[src/rtl/spi_baud_pkg.sv]
package spi_baud_pkg;

    localparam int PRE_W     = 2;
    localparam int SCL_W     = 4;
    localparam int BITS_W    = 5;
    localparam int FRAME_MIN = 4;
    localparam int FRAME_MAX = 16;
    localparam int HALF_MAX  = 7 * 32768 / 2;
    localparam int HALF_W    = $clog2(HALF_MAX + 1);
    localparam int EDGE_W    = $clog2(2 * FRAME_MAX + 1);

    typedef enum logic [1:0] {
        PH_IDLE = 2'd0,
        PH_RUN  = 2'd1,
        PH_TAIL = 2'd2
    } phase_e;

    typedef struct packed {
        logic              cpha;
        logic [EDGE_W-1:0] edges;
    } frame_cfg_t;

    function automatic int unsigned presc_factor(logic [PRE_W-1:0] code);
        case (code)
            2'd0:    return 2;
            2'd1:    return 3;
            2'd2:    return 5;
            default: return 7;
        endcase
    endfunction

    function automatic int unsigned scale_factor(logic [SCL_W-1:0] code);
        if (code < 4'd4)
            return 2 * (int'(code) + 1);
        return 32'd1 << code;
    endfunction

    function automatic logic [HALF_W-1:0] half_len(logic [PRE_W-1:0] p,
                                                  logic [SCL_W-1:0] s);
        int unsigned prod;
        prod = presc_factor(p) * scale_factor(s);
        return HALF_W'(prod / 2);
    endfunction

endpackage

[src/rtl/spi_baud_divider.sv]
module spi_baud_divider
    import spi_baud_pkg::*;
#(
    parameter int P_W = PRE_W,
    parameter int S_W = SCL_W,
    parameter int H_W = HALF_W
) (
    input  logic           clk,
    input  logic           rst,
    input  logic           load,
    input  logic           run,
    input  logic [P_W-1:0] presc_code,
    input  logic [S_W-1:0] scale_code,
    output logic           tick
);

    logic [H_W-1:0] half_q;
    logic [H_W-1:0] cnt_q;
    logic           at_end;

    assign at_end = (cnt_q == half_q - 1'b1);
    assign tick   = run && at_end;

    always_ff @(posedge clk) begin
        if (rst) begin
            half_q <= H_W'(half_len('0, '0));
            cnt_q  <= '0;
        end else if (load) begin
            half_q <= H_W'(half_len(presc_code, scale_code));
            cnt_q  <= '0;
        end else if (run) begin
            if (at_end)
                cnt_q <= '0;
            else
                cnt_q <= cnt_q + 1'b1;
        end
    end

endmodule

[src/rtl/spi_sck_shaper.sv]
module spi_sck_shaper
    import spi_baud_pkg::*;
#(
    parameter int E_W = EDGE_W
) (
    input  logic           clk,
    input  logic           rst,
    input  logic           load,
    input  logic           cpol_in,
    input  logic           cpha_in,
    input  logic [E_W-1:0] edges_in,
    input  logic           tick,
    output logic           sck,
    output logic           sample_stb,
    output logic           launch_stb,
    output logic           frame_done,
    output logic           busy
);

    phase_e         phase_q;
    logic           cpha_q;
    logic [E_W-1:0] edges_q;
    logic [E_W-1:0] edge_cnt_q;
    logic [E_W-1:0] edge_nxt;
    logic           sck_q;
    logic           samp_q;
    logic           lnch_q;
    logic           done_q;
    logic           odd_edge;
    logic           last_edge;

    assign edge_nxt  = edge_cnt_q + 1'b1;
    assign odd_edge  = edge_nxt[0];
    assign last_edge = (edge_nxt == edges_q);

    assign busy       = (phase_q != PH_IDLE);
    assign sck        = busy ? sck_q : cpol_in;
    assign sample_stb = samp_q;
    assign launch_stb = lnch_q;
    assign frame_done = done_q;

    always_ff @(posedge clk) begin
        if (rst) begin
            phase_q    <= PH_IDLE;
            cpha_q     <= 1'b0;
            edges_q    <= '0;
            edge_cnt_q <= '0;
            sck_q      <= 1'b0;
            samp_q     <= 1'b0;
            lnch_q     <= 1'b0;
            done_q     <= 1'b0;
        end else begin
            samp_q <= 1'b0;
            lnch_q <= 1'b0;
            done_q <= 1'b0;
            case (phase_q)
                PH_IDLE: begin
                    if (load) begin
                        cpha_q     <= cpha_in;
                        edges_q    <= edges_in;
                        edge_cnt_q <= '0;
                        sck_q      <= cpol_in;
                        phase_q    <= PH_RUN;
                    end
                end
                PH_RUN: begin
                    if (tick) begin
                        sck_q      <= ~sck_q;
                        edge_cnt_q <= edge_nxt;
                        samp_q     <= cpha_q ? !odd_edge : odd_edge;
                        lnch_q     <= cpha_q ? odd_edge : (!odd_edge && !last_edge);
                        if (last_edge)
                            phase_q <= PH_TAIL;
                    end
                end
                PH_TAIL: begin
                    done_q  <= 1'b1;
                    phase_q <= PH_IDLE;
                end
                default: phase_q <= PH_IDLE;
            endcase
        end
    end

endmodule

[src/rtl/spi_baud_gen.sv]
module spi_baud_gen
    import spi_baud_pkg::*;
#(
    parameter int P_W    = PRE_W,
    parameter int S_W    = SCL_W,
    parameter int B_W    = BITS_W,
    parameter int F_MIN  = FRAME_MIN,
    parameter int F_MAX  = FRAME_MAX
) (
    input  logic           clk,
    input  logic           rst,
    input  logic           start,
    input  logic [P_W-1:0] presc_code,
    input  logic [S_W-1:0] scale_code,
    input  logic           cpol,
    input  logic           cpha,
    input  logic [B_W-1:0] frame_bits,
    output logic           sck,
    output logic           sample_stb,
    output logic           launch_stb,
    output logic           frame_done
);

    localparam int E_W = $clog2(2 * F_MAX + 1);
    localparam int H_W = HALF_W;

    logic           busy;
    logic           accept;
    logic           tick;
    logic [B_W-1:0] bits_c;
    frame_cfg_t     cfg;

    always_comb begin
        if (int'(frame_bits) < F_MIN)
            bits_c = B_W'(F_MIN);
        else if (int'(frame_bits) > F_MAX)
            bits_c = B_W'(F_MAX);
        else
            bits_c = frame_bits;
        cfg.cpha  = cpha;
        cfg.edges = E_W'(2 * int'(bits_c));
    end

    assign accept = start && !busy;

    spi_baud_divider #(
        .P_W (P_W),
        .S_W (S_W),
        .H_W (H_W)
    ) div_i (
        .clk        (clk),
        .rst        (rst),
        .load       (accept),
        .run        (busy),
        .presc_code (presc_code),
        .scale_code (scale_code),
        .tick       (tick)
    );

    spi_sck_shaper #(
        .E_W (E_W)
    ) shp_i (
        .clk        (clk),
        .rst        (rst),
        .load       (accept),
        .cpol_in    (cpol),
        .cpha_in    (cfg.cpha),
        .edges_in   (cfg.edges),
        .tick       (tick),
        .sck        (sck),
        .sample_stb (sample_stb),
        .launch_stb (launch_stb),
        .frame_done (frame_done),
        .busy       (busy)
    );

endmodule

[config.mk]
export PLATFORM = sky130hd
export DESIGN_NAME = spi_baud_gen
export DESIGN_NICKNAME = d
export VERILOG_FILES = /design/src/rtl/spi_baud_pkg.sv /design/src/rtl/spi_baud_divider.sv /design/src/rtl/spi_sck_shaper.sv /design/src/rtl/spi_baud_gen.sv
export SDC_FILE = /design/constraint.sdc
export NUM_CORES = 1
export LEC_CHECK = 0
export BUFFER_PORTS_ARGS = -buffer_cell sky130_fd_sc_hd__buf_2
export CAP_MARGIN = 20
export CELL_PAD_IN_SITES_DETAIL_PLACEMENT = 1
export CELL_PAD_IN_SITES_GLOBAL_PLACEMENT = 2
export CORE_ASPECT_RATIO = 1.2
export CORE_UTILIZATION = 35
export DETAILED_ROUTE_END_ITERATION = 16
export PLACE_DENSITY = 0.77
export SLEW_MARGIN = 20
export SYNTH_ARGS = -nofsm -noshare
export SYNTH_HDL_FRONTEND = slang
export SYNTH_SLANG_ARGS = --single-unit
export TNS_END_PERCENT = 10
[constraint.sdc]
create_clock -name clk -period 7.88 [get_ports clk]
set_input_delay 0.394 -clock clk [delete_from_list [all_inputs] [get_ports clk]]
set_output_delay 0.394 -clock clk [all_outputs]
set_load 0.05 [all_outputs]
# Word level (Yosys, flattened, before mapping)
# Cells that the tools add are included.
[word_totals]
regBits = 52
latchBits = 0
mem_bits_rw = 0
romBits = 0
memories = 0
[op_classes]
n_addsub = 4
n_mul = 1
div_mod_pow = 0
order_cmp = 3
eq_ne = 9
shifts = 1
muxes = 27
bitwise_logic = 3
reduce_logical = 15
[op_table]
columns = ["op", "n"]
rows = [
  ["$mux W32", 6],
  ["$mul A32 B32 Y18", 1],
  ["$shl A1 B4 Y32 const A", 1],
  ["$add A17 B1 Y17 const B", 1],
  ["$eq A17 B17 Y1", 1],
  ["$mux W17", 1],
  ["$sub A17 B1 Y17 const B", 1],
  ["$mux W6", 2],
  ["$pmux W6 S2", 1],
  ["$mux W5", 2],
  ["$mux W1", 9],
  ["$pmux W3 S3", 1],
  ["$add A6 B1 Y6 const B", 1],
  ["$eq A6 B6 Y1", 1],
  ["$mux W2", 3],
  ["$reduce_and A3 Y1", 2],
  ["$add A4 B1 Y5 const B", 1],
  ["$gt A5 B5 Y1 const B", 1],
  ["$lt A5 B3 Y1 const B", 1],
  ["$eq A2 B1 Y1 const B", 2],
  ["$eq A2 B2 Y1 const B", 2],
  ["$logic_not A2 Y1", 2],
  ["$lt A4 B3 Y1 const B", 1],
  ["$ne A2 B2 Y1 const B", 2],
  ["10 further kinds", 17],
]

# Depth between registers and ports, before layout
[logic_depth]
word_depth = 9
ltp_mapped = 23

# Modules after synthesis
# A second synthesis with hierarchy kept.
[hier_totals]
cells_unflattened = 669
area_unflattened_um2 = 5420.2
[modules_own_cells]
columns = ["mod", "n_inst", "cells_each", "area_each_um2"]
rows = [
  ["spi_baud_divider", 1, 549, 4376.7],
  ["spi_sck_shaper", 1, 111, 993.5],
  ["spi_baud_gen", 1, 9, 50.0],
]

# Worst setup path after synthesis
# OpenSTA, ideal clock, no wires.
[synth_path]
kind = "input port to flip-flop"
from = "input port scale_code[2]"
to = "register div_i.half_q[14]"
arrival_ps = 4528
t_required_ps = 7809
setup_slack_ps = 3281
stages = 22
path_buffers = 1
cell_sequence = "clkbuf_1 inv_1 ha_1 o21ai_0 nand2b_1 inv_1 nand2_1 fa_1 inv_1 ha_1 inv_1 fa_1 inv_1 ha_1 fa_1 a211o_1 a21oi_1 o21ai_0 a211oi_1 xnor2_1 nand2_1 a21oi_1"
[synth_between]
elab_chain_cells = 8
[synth_lines]
columns = ["item", "line", "rtl"]
rows = [
  ["start: declaration", "spi_baud_gen.sv:14", "input logic [S_W-1:0] scale_code,"],
  ["$lt A4 B3 Y1", "spi_baud_pkg.sv:33", "if (code < 4'd4)"],
  ["$mux W1", "spi_baud_pkg.sv:33", ""],
  ["$mux W1", "spi_baud_divider.sv:28", "end else if (load) begin"],
  ["$mux W1", "spi_baud_divider.sv:25", "if (rst) begin"],
  ["$mux W32 (*)", "spi_baud_pkg.sv:35", "return 32'd1 << code;"],
  ["$mux W32 (*)", "spi_baud_divider.sv:28", ""],
  ["$mux W32 (*)", "spi_baud_divider.sv:25", ""],
  ["$mul A32 B32 Y18 (*)", "spi_baud_pkg.sv:41", "prod = presc_factor(p) * scale_factor(s);"],
  ["end signal: assignment", "spi_baud_divider.sv:26", "half_q <= H_W'(half_len('0, '0));"],
  ["end signal: assignment", "spi_baud_divider.sv:29", "half_q <= H_W'(half_len(presc_code, scale_code));"],
  ["end: declaration", "spi_baud_divider.sv:17", "logic [H_W-1:0] half_q;"],
]
# Mark *: on every way between the ends. The rest lies on a longest branch, timed or not. The select of a mux whose other input is x is not followed.
# A chain may end at the register's enable or synchronous reset.

# Final worst setup path
[layout_path]
from = "input port presc_code[1]"
to = "register div_i.half_q[16]"
[layout_between]
elab_chain_cells = 5
[layout_lines]
columns = ["item", "line", "rtl"]
rows = [
  ["start: declaration", "spi_baud_gen.sv:13", "input logic [P_W-1:0] presc_code,"],
  ["$eq A2 B2 Y1 (tied with other cells)", "spi_baud_pkg.sv:24", "case (code)"],
  ["$pmux W3 S3 (*)", "spi_baud_pkg.sv:24", ""],
  ["$mux W32 (*)", "spi_baud_divider.sv:28", ""],
  ["$mux W32 (*)", "spi_baud_divider.sv:25", ""],
  ["$mul A32 B32 Y18 (*)", "spi_baud_pkg.sv:41", ""],
]
# Marks and branches as above.

==> metrics <==
post-synthesis sequential area ratio 0.2089; antenna cells 0; Leak Pwr 2.546 nW; PostCTS Resize Cnt 0; Post-CTS Setup Repair Bufs 0; area of the mapped netlist 4982 µm²; Worst slew margin 0.4211; CTS tree yes; CP Data Required Time 8120 ps; I/O Buffers 19; Max Cap Viol 0; Syn Nets 730; Comb pwr share 0.204; Final Util 0.3890; Final Hold Viols 0; Synth Warn # 0; Post-layout nets 734; dominant cells by area after synthesis dfxtp_1, ha_1, xnor2_1; layout cell share with drive strength beyond 1 0.05788; Slew Viols, Final 0; Vias between 4000 and 5000; CTS max path bufs 2; post-synth top area cell dfxtp_1; placed insts 785; first-pass GRT wire length approximately 21000 µm; GRT Overall Usage 0.1751; flops & latches, synth 52; Final TNS setup 0 ps; kind of critical path in2reg; Worst-Skew Late Latency 300 ps; Post-synth top flop dfxtp_1; core box area 13820 µm²; worst r2r src div_i.half_q[0]; most frequent cells in the layout ha_1, nor2_1, nand2_1, dfxtp_1, inv_1; final non-filler cell total 793; CP startpoint kind input pin; Crit Path Max Fanout 14; Pwr per Cell Area 125.0 nW/µm²; maximum vdd drop 193.6 µV; Mapped Cells 617; Yosys cell types 55; ys async rst share 0; sw power 0.2005 mW; Post-Route WL ~13000 µm; Max Freq about 210 MHz; # setup viols final 0; fin crit share 0.6078; Routed Antenna Nets 0; Seq pwr share 0.415; DR vias/cell 5.348; Routed WL per cell 15.82 µm; crit path capture type register; Hold Path Class in2reg; dpl hpwl 10310 µm; # rows 47; final hold slack roughly 320 ps; Initial Util 0.3605; DRT Pass-1 Iters 4; arrival time worst endpoint between 5000 and 6000 ps; final worst slack ~3100 ps; hold_sp cpha; status finished clean; GRT overflow 0; # hold bufs at CTS 0; fill count roughly 1700; die footprint 14720 µm²; internal power 0.4715 mW; number of synthesized flops with an enable pin 0; Die Wd 110.9 µm; antenna violations before repair 0; largest net degree at the start of global routing 41; Tightest Pin Transition 868.3 ps; Sink Count 52; minimum clock period around 4800 ps; unrepaired setup endpoints after global routing no; htree depth 2; vias in the first global route 4448; routability cong. 0.8456; CP startpoint presc_code[1]; DRC Markers 0; first-iteration detailed-routing DRC count 168; Layout area overhead 7.911%; commonest non-fill, non-tap cell in the layout ha_1; CTS root buf clkbuf_16; clock-pin slew on the worst setup and hold paths 70 ps; syn avg cell area 8.075 µm²; Num CTS Buffers 5; die height ~130 µm; pre-CTS setup slack 2810 ps; sw frac 0.2984; io pins 20; clock power share 0.381; share of the synthesized area in the top cell type 0.2089; skew final 12.17 ps
[sequential cells by signal, summed over array words and instances, names as in the netlist, 2 cells and up]
register,flops
div_i.cnt_q,17
div_i.half_q,17
shp_i.edge_cnt_q,6
shp_i.edges_q,5
shp_i.phase_q,2
[kinds of logic (layout without fill, tap and decap cells)]
kind of cell	count (synthesis)	count (layout)	share of synthesized area
multiplexers	1	1	0.002009
AND/OR/NAND/NOR	254	254	0.2516
buffers and inverters	63	68	0.04821
XOR/XNOR	57	57	0.1002
AO/OA/AOI/OAI	91	91	0.1228
adder cells (fa/ha/maj)	97	97	0.2647
flip-flops	52	52	0.2089
other	2	2	0.001507
[worst max-delay path, stage by stage]
cell,delay (ps)
buf_2,170
nor2b_1,250
or4_1,460
fa_1,400
inv_1,80
ha_1,150
ha_1,230
ha_1,320
fa_1,460
ha_1,240
fa_1,430
a211o_1,340
a21oi_1,200
o21ai_0,210
a21oi_1,170
a21oi_1,100
nor4b_1,290
a211o_1,150
[power by group through the flow]
stage | Combinational (mW) | Clock (mW) | Sequential [mW]
after floorplan | 0.102 | 0 | 0.280
after global routing | 0.154 | 0.275 | 0.280
after CTS | 0.139 | 0.267 | 0.279
after detailed placement | 0.137 | 0 | 0.285
after global placement | 0.134 | 0 | 0.285
final | 0.137 | 0.256 | 0.279
[final timing paths]
| path | depth (start not counted) | slack (ps) | end |
|---|---|---|---|
| setup / recovery | 18 | 3090 | div_i.half_q[16] |
| setup reg to reg | 9 | 4250 | div_i.cnt_q[16] |
| hold / removal | 3 | 320 | shp_i.cpha_q |
| hold reg to reg | 2 | 470 | shp_i.cpha_q |
[metal layers]
layer	GRT usage	wire, µm	vias to the layer above
met1	0.2111	5799	2044
met4	0.05556	269	0
met5	0	0	-
li1	-	-	2146
met2	0.3202	6295	31
met3	0.02199	184	20
[stage by stage]
stage               instance area, µm²  power, mW
floorplan                         4982     0.3829
global placement                  5209     0.4186
detailed placement                5209     0.4217
CTS                               5376     0.6848
global route                      5376     0.7091
finish                            5376     0.6720
[Yosys cell counts (5+ instances only)]
cell and number:
inv_1 40, nand3_1 19, nor3b_1 5, o211ai_1 6
nor4_1 11, ha_1 83, nand4_1 11, nor2b_1 7
and3_1 11, xnor2_1 37, nand2_1 66, a211oi_1 9
dfxtp_1 52, a211o_1 5, nor2_1 67, nor3_1 14
xor2_1 20, and2_1 13, fa_1 14, clkbuf_1 18
a21oi_1 36, nand2b_1 7
[cell type report]
cell class                 instances  area [µm²]  share of cell area
clock inverter                     2       38.79            0.007214
clock buffer                       6       128.9             0.02397
multi-input combinational        502        3701              0.6884
timing repair buffer              20       102.6             0.01908
sequential                        52        1041              0.1936
inverter                          40       150.1             0.02793
tap                              171       214.0             0.03980
(Power assumes the default switching activity.)
